<file path="src/rtl/ext_irq_pkg.sv">
package ext_irq_pkg;
    localparam int MAX_W = 64;

    typedef enum logic [1:0] {
        CAUSE_NONE = 2'd0,
        CAUSE_EXT  = 2'd1,
        CAUSE_TOC  = 2'd2
    } cause_e;

    typedef struct packed {
        logic             clr_en;
        logic [MAX_W-1:0] clr_mask;
    } clr_req_t;
endpackage

</file>
<file path="src/rtl/eir_set_decode.sv">
module eir_set_decode #(
    parameter int REG_W     = 64,
    parameter int NARROW_W  = 32,
    parameter int DATA_W    = 32,
    parameter bit WIDE_CORE = 1'b1
) (
    input  logic              wide_dflt,
    input  logic              wr_ok,
    input  logic [DATA_W-1:0] wdata,
    input  logic              timer,
    output logic [REG_W-1:0]  set_vec
);
    localparam int IDX_W = $clog2(REG_W);

    logic             wide_eff;
    logic [IDX_W-1:0] lim;
    logic [IDX_W-1:0] idx;

    always_comb begin
        wide_eff = WIDE_CORE && wide_dflt;
        lim      = wide_eff ? IDX_W'(REG_W - 1) : IDX_W'(NARROW_W - 1);
        idx      = ~wdata[IDX_W-1:0] & lim;
    end

    for (genvar i = 0; i < REG_W; i++) begin : g_bit
        assign set_vec[i] = (wr_ok && (idx == IDX_W'(i))) ||
                            (timer && (lim == IDX_W'(i)));
    end
endmodule

</file>
<file path="src/rtl/eir_pending_reg.sv">
module eir_pending_reg
    import ext_irq_pkg::*;
#(
    parameter int REG_W = 64
) (
    input  logic             clk,
    input  logic             rst,
    input  logic [REG_W-1:0] set_vec,
    input  clr_req_t         clr,
    output logic [REG_W-1:0] pend_q
);
    logic [REG_W-1:0] clr_vec;

    always_comb begin
        clr_vec = clr.clr_en ? clr.clr_mask[REG_W-1:0] : '0;
    end

    always_ff @(posedge clk) begin
        if (rst) pend_q <= '0;
        else     pend_q <= (pend_q & ~clr_vec) | set_vec;
    end
endmodule

</file>
<file path="src/rtl/eir_take_arb.sv">
module eir_take_arb
    import ext_irq_pkg::*;
#(
    parameter int REG_W = 64
) (
    input  logic             clk,
    input  logic             rst,
    input  logic             nmi_set,
    input  logic             take_ack,
    input  logic             psw_i,
    input  logic [REG_W-1:0] pend,
    input  logic [REG_W-1:0] mask,
    output cause_e           cause
);
    logic nmi_q;

    always_comb begin
        if (nmi_q)                             cause = CAUSE_TOC;
        else if (psw_i && |(pend & mask))      cause = CAUSE_EXT;
        else                                   cause = CAUSE_NONE;
    end

    always_ff @(posedge clk) begin
        if (rst) nmi_q <= 1'b0;
        else     nmi_q <= nmi_set | (nmi_q & ~(take_ack && cause == CAUSE_TOC));
    end
endmodule

</file>
<file path="src/rtl/ext_irq_pending.sv">
module ext_irq_pending
    import ext_irq_pkg::*;
#(
    parameter int REG_W     = 64,
    parameter int NARROW_W  = 32,
    parameter int DATA_W    = 32,
    parameter int SIZE_W    = 4,
    parameter int ACC_BYTES = 4,
    parameter bit WIDE_CORE = 1'b1
) (
    input  logic              clk,
    input  logic              rst,
    input  logic              wide_dflt,
    input  logic              bus_wr_en,
    input  logic              bus_rd_en,
    input  logic [SIZE_W-1:0] bus_size,
    input  logic [DATA_W-1:0] bus_wdata,
    output logic [REG_W-1:0]  bus_rdata,
    input  logic              timer_alarm,
    input  logic              clr_en,
    input  logic [REG_W-1:0]  clr_mask,
    input  logic              mask_wr_en,
    input  logic [REG_W-1:0]  mask_wdata,
    input  logic              psw_i,
    input  logic              nmi_set,
    input  logic              take_ack,
    output logic              irq_line,
    output logic [1:0]        take_cause
);
    logic             size_ok;
    logic             wr_ok;
    logic [REG_W-1:0] set_vec;
    logic [REG_W-1:0] pend_q;
    logic [REG_W-1:0] mask_q;
    clr_req_t         clr;
    cause_e           cause;

    always_comb begin
        size_ok = (bus_size == SIZE_W'(ACC_BYTES));
        wr_ok   = bus_wr_en && size_ok;
        clr     = '0;
        clr.clr_en = clr_en;
        clr.clr_mask[REG_W-1:0] = clr_mask;
    end

    eir_set_decode #(
        .REG_W(REG_W), .NARROW_W(NARROW_W), .DATA_W(DATA_W), .WIDE_CORE(WIDE_CORE)
    ) u_dec (
        .wide_dflt(wide_dflt), .wr_ok(wr_ok), .wdata(bus_wdata),
        .timer(timer_alarm), .set_vec(set_vec)
    );

    eir_pending_reg #(.REG_W(REG_W)) u_pend (
        .clk(clk), .rst(rst), .set_vec(set_vec), .clr(clr), .pend_q(pend_q)
    );

    always_ff @(posedge clk) begin
        if (rst)             mask_q <= '0;
        else if (mask_wr_en) mask_q <= mask_wdata;
    end

    eir_take_arb #(.REG_W(REG_W)) u_arb (
        .clk(clk), .rst(rst), .nmi_set(nmi_set), .take_ack(take_ack),
        .psw_i(psw_i), .pend(pend_q), .mask(mask_q), .cause(cause)
    );

    assign bus_rdata  = (bus_rd_en && size_ok) ? pend_q : '0;
    assign irq_line   = |pend_q;
    assign take_cause = cause;
endmodule

</file>
<file path="config.mk">
export PLATFORM = sky130hd
export DESIGN_NAME = ext_irq_pending
export DESIGN_NICKNAME = d
export VERILOG_FILES = /design/src/rtl/ext_irq_pkg.sv /design/src/rtl/eir_set_decode.sv /design/src/rtl/eir_pending_reg.sv /design/src/rtl/eir_take_arb.sv /design/src/rtl/ext_irq_pending.sv
export SDC_FILE = /design/constraint.sdc
export NUM_CORES = 1
export LEC_CHECK = 0
export ABC_AREA = 1
export BUFFER_PORTS_ARGS = -buffer_cell sky130_fd_sc_hd__buf_2
export CAP_MARGIN = 20
export CORE_MARGIN = 5
export CORE_UTILIZATION = 40
export CTS_BUF_LIST = sky130_fd_sc_hd__clkbuf_8
export DETAILED_ROUTE_END_ITERATION = 12
export HOLD_SLACK_MARGIN = 0.12
export PLACE_DENSITY = 0.69
export SYNTH_ARGS = -nofsm -noshare
export SYNTH_HDL_FRONTEND = slang
export SYNTH_SLANG_ARGS = --single-unit
export TNS_END_PERCENT = 50
</file>
<file path="constraint.sdc">
create_clock -name clk -period 1.1 [get_ports clk]
set_input_delay 0.22 -clock clk [delete_from_list [all_inputs] [get_ports clk]]
set_output_delay 0.22 -clock clk [all_outputs]
set_load 0.005 [all_outputs]
</file>
==> results of run 1 <==
[through the flow]
stage / area [µm²] / cells / power [W]
floorplan: 6098 / 961 / 0.005445
detailed placement: 8189 / 1425 / 0.006013
CTS: 10280 / 1587 / 0.009930
global route: 10710 / 1596 / 0.01034
finish: 10710 / 1596 / 0.009961
global placement: 8189 / 1425 / 0.006004
[timing repair]
item	CTS	global route
hold buffers	132	0
hold endpoints to repair	129	0
gates cloned	0	1
setup buffers	13	10
gates resized for setup	223	102
pin swaps	78	29
setup endpoints to repair	67	67
[Yosys cell counts, types with 2 or more instances]
cell type / instances / area [µm²]
a31oi_1: 2 / 12.51
buf_2: 7 / 35.03
nand2_1: 374 / 1404
nor2_2: 2 / 12.51
nand3_1: 67 / 335.3
nand3_2: 2 / 20.02
clkbuf_1: 29 / 108.9
buf_1: 5 / 18.77
nor4_1: 8 / 50.05
nor2_1: 113 / 424.2
a21oi_1: 125 / 625.6
inv_1: 73 / 274.0
a21oi_2: 3 / 26.28
nand4_1: 8 / 50.05
dfxtp_1: 129 / 2582
buf_6: 2 / 22.52
buf_4: 9 / 67.56
[worst min path at each step]
stage	startpoint	to	cells past startpoint
5_1_grt	rst	u_arb.nmi_q	3
3_3_place_gp	nmi_set	u_arb.nmi_q	3
6_report	rst	u_arb.nmi_q	3
4_1_cts	rst	u_arb.nmi_q	3
2_1_floorplan	nmi_set	u_arb.nmi_q	2
3_5_place_dp	nmi_set	u_arb.nmi_q	3
[power groups by stage]
stage / Sequential (W) / Combinational (W) / Clock [W]
final: 0.00486 / 0.00148 / 0.00362
after global routing: 0.00487 / 0.00160 / 0.00386
after CTS: 0.00487 / 0.00140 / 0.00365
after detailed placement: 0.00498 / 0.00103 / 0
after global placement: 0.00498 / 0.00102 / 0
after floorplan: 0.00496 / 0.000482 / 0
[sequential cells by signal, summed over array words and instances (netlist names)]
register / count
u_pend.pend_q: 64
mask_q: 64
u_arb.nmi_q: 1
[cells in the final DEF, fill, tap and decap left out]
| master | n |
|---|---|
| dfxtp_1 | 63 |
| dfxtp_2 | 55 |
| nand3_4 | 1 |
| buf_12 | 15 |
| nand3_2 | 4 |
| clkinv_2 | 6 |
| clkbuf_16 | 1 |
| nor4_4 | 2 |
| nand4_1 | 8 |
| clkbuf_8 | 23 |
| a21oi_2 | 3 |
| a31oi_1 | 2 |
| nand2_4 | 2 |
| inv_2 | 58 |
| nand3_1 | 64 |
| buf_2 | 213 |
| buf_4 | 45 |
| nor2_1 | 56 |
| and3_2 | 1 |
| dlygate4sd3_1 | 132 |
| dfxtp_4 | 11 |
| nand2_1 | 352 |
| a21oi_1 | 125 |
| nor4_2 | 4 |
| buf_6 | 63 |
| nand2_2 | 21 |
| nor4_1 | 2 |
| nor2_2 | 35 |
| nor2_4 | 24 |
| inv_4 | 5 |
| inv_1 | 12 |
[worst register-to-register path, delay by kind of cell (launching register included)]
| family | cells | cell delay (ns) |
|---|---|---|
| DFF | 1 | 0.36 |
| buffers and inverters | 2 | 0.24 |
| AOI/OAI and AO/OA | 1 | 0.06 |
| and+or+nand+nor | 1 | 0.06 |
[per-layer routing]
layer | vias to the layer above | routed length, µm | GRT usage
li1 | 3902 | - | -
met4 | 0 | 806 | 0.1034
met5 | - | 0 | 0
met3 | 72 | 1798 | 0.06231
met1 | 3682 | 10470 | 0.3363
met2 | 365 | 12640 | 0.4692
[logic make-up (layout without fill, tap and decap cells)]
kind of cell	after synthesis	in the layout	synth area share
buffers and inverters	126	573	0.08717
AND/OR/NAND/NOR	576	576	0.3793
AO/OA/AOI/OAI	130	130	0.1092
flip-flops	129	129	0.4243
[final cells by class]
class                   instances  area (µm²)
fillers                      1154        4382
repair buffers                469        3760
multi-input cells             706        3379
flip-flops and latches        129        2693
clock buffers                  23       316.6
inverters                      74       290.3
well taps                     188       235.2
clock inverters                 7       33.78
==> results.yml, run 1 <==
status:
  run_status: "finished, violations left"
  violations: "setup timing"
critical_path:
  critPathTopFamily: "simple AND/OR/NAND/NOR gates"
  critPathLaunch: "u_pend.pend_q[5]"
  worstPathMaxFanout: 3
  cp.arrival_ns: 1.65
  start_kind: "register"
  path_class: "register to output port"
  reg2reg_depth: 4
  end_kind: "output port"
  worstPathRequired_ns: 0.88
  worst-path-stages: 7
  r2r-start: "u_pend.pend_q[12]"
  worst_r2r_endpoint: "u_pend.pend_q[12]"
  max_stage_delay_ns: 0.34
  r2r_setup_slack_ns: 0.25
  worstPathCellList: "inv_2, nand4_1, nor2_2, nand3_2, nor2_4, nand2_1, buf_2"
  crit_path_end: "irq_line"
  crit_slowest_cell: "dfxtp_2"
  cp_num_buf_inv: 2
floorplanning:
  io_pins: 242
  die_area_mm2: 0.01778
  rows: 45
  chipHeight_um: 133.3
  coreArea_mm2: 0.01509
  start_util: 0.4033
  die-width_um: 133.3
clock_tree:
  clock_sinks: 129
  path_clk_slew_ns: 0.08
  cts_buffer_depth: 2
  cts_max_level: 4
  clk-insertion-delay-late_ns: 0.44
  clockRootBuffer: "clkbuf_8"
  numCtsBuffers: 17
  cts_tree: "yes"
min_path:
  holdCritPathClass: "input port to register"
placement:
  place_worst_setup_slack_ns: -0.5453
  dpl.hpwl_mm: 16.75
  io_buffers: 215
  place.gp.congestion: 0.8713
layout:
  fin_nets: 1572
  antenna_cells: 0
  area_growth_pct: 75.95
  drive_above_1_share: 0.4205
  final_util: 0.7096
timing:
  layout_worst_path_cycle_share: 1.697
  hold_violations: 0
  max_freq_ghz: 0.5357
  tightestPinTransition_ns: 0.3266
  relSlewSlack: 0.7823
  setup_viol: 67
  fin_crit_ns: 1.867
  fin_skew_ns: 0
  holdWs_ns: 0.1838
  rsz0062_at_grt: "true"
  fin_ws_ns: -0.7667
  drv_slew: 0
  fin_tns_setup_ns: -17.30
global_routing:
  grt_usage: 0.2740
  grt_antenna_before_repair: 0
  grt_pass1_vias: 7881
  gr-total-overflow: 0
  grt_pass1_wl_mm: 38.75
  grt_max_degree: 69
synthesis:
  synth-warning-count: 0
  ys_seq_area_frac: 0.4243
  ys_ff_latch: 129
  ys_types: 20
  synthArstFlopShare: 0
  syn_area_per_cell_um2: 6.333
  syn_area_mm2: 0.006086
  syn-num-nets: 1136
  netlist_instances: 961
  synth_edf_count: 0
  synth_top_flop_cell: "dfxtp_1"
power:
  ir_drop_v: 0.0007137
  leakage_nw: 4.804
  pwr-share-clk: 0.363
  p_int_w: 0.007431
  sw_frac_of_total: 0.2540
  seqPwrFrac: 0.488
  p_sw_w: 0.002530
  pwr-share-comb: 0.149
  power.density_mw_per_mm2: 930.2
drt:
  vias: 8021
  ant_nets: 0
  drc: 0
  drt_wl_total_mm: 25.71
  drt_iter0_markers: 537
  wl_per_cell_um: 16.11
  first_pass_iters: 5
  via_per_inst: 5.026
job:
  maxCapViolations: 0
(Power assumes the default switching activity.)
==> inputs of run 2 (changes only) <==
Settings changed: GPL_TIMING_DRIVEN set to 0.
==> results.yml, run 2 (synthesis results as in run 1) <==
floorplanning:
  coreArea_mm2: 0.01509
  io_pins: 242
  die-width_um: 133.3
  start_util: 0.4033
  rows: 45
  die_area_mm2: 0.01778
  chipHeight_um: 133.3
drt:
  wl_per_cell_um: 17.28
  first_pass_iters: 5
  drt_wl_total_mm: 26.78
  vias: 7881
  via_per_inst: 5.085
  ant_nets: 0
  drc: 0
  drt_iter0_markers: 583
clock_tree:
  clk-insertion-delay-late_ns: 0.44
  path_clk_slew_ns: 0.07
  cts_max_level: 4
  clock_sinks: 129
  clockRootBuffer: "clkbuf_8"
  numCtsBuffers: 17
  cts_buffer_depth: 2
  cts_tree: "yes"
layout:
  final_cell_mix: "359 x nand2_1, 212 x buf_2, 132 x dlygate4sd3_1"
  design_area_mm2: 0.01011
  nFillCells: 1221
  final_common_cell: "nand2_1"
  reg_top3: "mask_q: 64 flops, u_pend.pend_q: 64 flops, u_arb.nmi_q: 1 flops"
  area_growth_pct: 66.18
  drive_above_1_share: 0.3289
  fin_nets: 1524
  antenna_cells: 0
timing:
  fin_ws_ns: -0.8666
  drv_slew: 0
  hold_violations: 0
  relSlewSlack: 0.5093
  rsz0062_at_grt: "true"
  max_freq_ghz: 0.5085
  layout_worst_path_cycle_share: 1.788
  fin_tns_setup_ns: -23.14
  tightestPinTransition_ns: 0.7333
  setup_viol: 69
  fin_skew_ns: 0
  fin_crit_ns: 1.967
placement:
  placed_area_mm2: 0.007400
  place.gp.congestion: 0.9368
  dpl.hpwl_mm: 17.03
  io_buffers: 213
critical_path:
  end_kind: "output port"
  cp.arrival_ns: 1.75
  worstPathMaxFanout: 4
  start_kind: "register"
  reg2reg_depth: 4
  worstPathRequired_ns: 0.88
  path_class: "register to output port"
global_routing:
  gr-total-overflow: 0
  grt_pass1_wl_mm: 39.48
  grt_pass1_vias: 7710
  grt_usage: 0.2842
  grt_max_degree: 17
  grt_antenna_before_repair: 1
power:
  power.density_mw_per_mm2: 1079
  pwr-share-comb: 0.135
  leakage_nw: 4.322
  seqPwrFrac: 0.445
  ir_drop_v: 0.001392
  pwr-share-clk: 0.420
  sw_frac_of_total: 0.2476
  p_int_w: 0.008213
  p_sw_w: 0.002703
status:
  violations: "setup timing"
  run_status: "finished, violations left"
min_path:
  holdCritPathClass: "input port to register"
  min_delay_path_depth: 4
job:
  maxCapViolations: 0
-- run 2: cell types whose count changed in the layout (fill, tap and decap cells not counted), sizes merged --
cell	change
buf	-74
clkbuf	+22
clkinvlp	+3
bufinv	+4
clkinv	-4
nand3	+2
inv	+1
-- run 2: power by group through the flow --
stage	Combinational [W]	Sequential (W)	Clock, W
2_1_floorplan	0.000482	0.00496	0
3_3_place_gp	0.000928	0.00498	0
3_5_place_dp	0.000935	0.00498	0
4_1_cts	0.00136	0.00486	0.00460
5_1_grt	0.00158	0.00487	0.00482
6_report	0.00147	0.00486	0.00459
-- run 2: critical path, stage by stage, from the launching register on --
cell     delay [ns]
dfxtp_4        0.37
nor4_4         0.32
nand3_1        0.14
nor2_2         0.21
nand2_1        0.12
buf_2          0.15
-- run 2: routing by layer --
metal  routed length (µm)  vias up  part of all wire  GRT usage
met5                    7        -           0.00026          0
met4                 1214        2             0.045     0.1366
met3                 2077       97             0.078    0.06571
met2                12830      394              0.48     0.4791
met1                10650     3572              0.40     0.3422
li1                     -     3816                 -          -
-- run 2: layout make-up --
class | count | area [µm²] | area share
Tap cell | 188 | 235.2 | 0.02326
Clock inverter | 11 | 160.2 | 0.01584
Buffer | 52 | 341.6 | 0.03377
Timing Repair Buffer | 367 | 2698 | 0.2667
Sequential cell | 129 | 2663 | 0.2633
Multi-Input combinational cell | 708 | 3447 | 0.3408
Clock buffer | 21 | 289.0 | 0.02858
Inverter | 74 | 280.3 | 0.02771
-- run 2: path summary, 6_finish.rpt --
path | endpoint | slack [ns] | from
worst min register to register | mask_q[61] | 0.46 | mask_q[61]
worst min-delay path | u_pend.pend_q[63] | 0.12 | clr_mask[63]
worst max register to register | u_pend.pend_q[27] | 0.27 | u_pend.pend_q[27]
worst max-delay path | irq_line | -0.87 | u_pend.pend_q[13]
-- run 2: stage by stage --
stage	utilization	setup slack, ns	power (W)	instances	hold WS, ns
3_5_place_dp	0.4904	-0.5567	0.005917	1362	0.4386
3_3_place_gp	0.4904	-0.5418	0.005907	1362	0.4315
2_1_floorplan	-	0.05463	0.005445	961	0.3407
6_report	0.6702	-0.8666	0.01092	1550	0.1240
4_1_cts	0.6439	-0.8413	0.01082	1544	0.1218
5_1_grt	0.6702	-0.8874	0.01128	1550	0.1215
-- run 2: timing repair --
action | CTS | global route
pin swaps | 33 | 17
setup endpoints to repair | 67 | 76
gates resized for setup | 140 | 107
hold endpoints to repair | 129 | 0
buffers inserted | 11 | 7
hold buffers | 132 | 0
cloned | 7 | 1
==> inputs of run 3 (changes only) <==
Settings changed: TNS_END_PERCENT 50 to 30.
==> results.yml, run 3 (synthesis results as in run 1) <==
power:
  power_w: 0.01088
  ir_drop_v: 0.001392
  power.density_mw_per_mm2: 1074
  leakage_nw: 4.351
timing:
  fin_crit_ns: 1.936
  relSlewSlack: 0.5201
  fin_ws_ns: -0.8358
  max_freq_ghz: 0.5166
  layout_worst_path_cycle_share: 1.760
  setup_viol: 67
  fin_skew_ns: 0
  hold_violations: 0
  drv_slew: 0
  tightestPinTransition_ns: 0.7172
  rsz0062_at_grt: "true"
floorplanning:
  die-width_um: 133.3
  coreArea_mm2: 0.01509
  die_area_mm2: 0.01778
  start_util: 0.4033
  io_pins: 242
  chipHeight_um: 133.3
  rows: 45
clock_tree:
  path_clk_slew_ns: 0.07
  numCtsBuffers: 17
  clk-insertion-delay-late_ns: 0.44
  clockRootBuffer: "clkbuf_8"
  cts_buffer_depth: 2
  clock_sinks: 129
  cts_tree: "yes"
  cts_max_level: 4
drt:
  ant_nets: 0
  vias: 7865
  wl_per_cell_um: 17.29
  via_per_inst: 5.081
  drc: 0
  first_pass_iters: 6
  drt_iter0_markers: 554
  drt_wl_total_mm: 26.77
job:
  maxCapViolations: 0
layout:
  final_cell_mix: "362 x nand2_1, 210 x buf_2, 133 x dlygate4sd3_1"
  final_util: 0.6711
  antenna_cells: 0
  final_common_cell: "nand2_1"
  fin_nets: 1522
  reg_top3: "mask_q: 64 flops, u_pend.pend_q: 64 flops, u_arb.nmi_q: 1 flops"
  drive_above_1_share: 0.3456
  area_growth_pct: 66.41
placement:
  place_worst_setup_slack_ns: -0.5567
  io_buffers: 213
  dpl.hpwl_mm: 17.03
  place.gp.congestion: 0.9368
global_routing:
  grt_pass1_wl_mm: 39.47
  grt_antenna_before_repair: 1
  grt_pass1_vias: 7705
  grt_max_degree: 17
  grt_usage: 0.2839
  gr-total-overflow: 0
critical_path:
  cp.arrival_ns: 1.72
  path_class: "register to output port"
  max_stage_delay_ns: 0.38
  end_kind: "output port"
  start_kind: "register"
  worstPathMaxFanout: 4
  crit_slowest_cell: "nor4_1"
  worstPathRequired_ns: 0.88
  worstPathCellList: "nor4_1, nand3_1, nor2_1, nand2_1, buf_2"
status:
  violations: "setup timing"
  run_status: "finished, violations left"
min_path:
  holdCritPathClass: "input port to register"
[run 3: layout make-up]
cell class	count	area [µm²]
buffer	52	339.1
clock buffer	21	289.0
clock inverter	11	160.2
fill	1230	4962
inverter	74	280.3
multi-input combinational	707	3392
sequential	129	2700
tap	188	235.2
timing repair buffer	366	2731
[run 3: worst max-delay path, delay by kind of cell, from the launching register on]
kind                   cells  cell delay [ns]
buffers and inverters      1             0.15
flip-flops                 1             0.34
AND/OR/NAND/NOR            4             0.77
[run 3: where the power goes]
group,internal [W],switching [W],total (W),leakage [nW]
Combinational,0.000735,0.000712,0.00145,3.04
Clock,0.00269,0.00190,0.00459,0.226
Sequential,0.00477,0.0000791,0.00485,1.09
[run 3: repair_timing]
action                                  in CTS  in global routing
setup buffers                               11                  2
hold buffers                               132                  1
gates cloned                                 6                  2
endpoints found under the setup margin      67                 76
endpoints found under the hold margin      129                  1
pin swaps                                   34                 20
resized for setup                          135                141
[run 3: layer usage]
layer,global-route usage,part of all wire,vias to the layer above
met5,0,0.00026,-
met4,0.1303,0.044,2
met3,0.06495,0.074,92
met2,0.4834,0.48,388
met1,0.3411,0.40,3576
li1,-,-,3807
[run 3: path summary, 6_finish.rpt]
| path | depth (start not counted) | slack, ns | end | start |
|---|---|---|---|---|
| hold reg to reg | 2 | 0.46 | mask_q[6] | mask_q[6] |
| setup / recovery | 5 | -0.84 | irq_line | u_pend.pend_q[60] |
| hold / removal | 4 | 0.14 | u_pend.pend_q[20] | bus_wdata[4] |
| setup reg to reg | 4 | 0.27 | u_pend.pend_q[27] | u_pend.pend_q[27] |
[run 3: metrics by stage]
| step | std cells | instance area (µm²) | setup TNS [ns] | hold slack (ns) |
|---|---|---|---|---|
| after global placement | 1362 | 7400 | -62.16 | 0.4315 |
| after global routing | 1548 | 10130 | -19.23 | 0.1362 |
| final | 1548 | 10130 | -16.82 | 0.1449 |
| after floorplan | 961 | 6098 | 0 | 0.3407 |
| after CTS | 1543 | 9697 | -17.99 | 0.1218 |
| after detailed placement | 1362 | 7400 | -64.56 | 0.4386 |
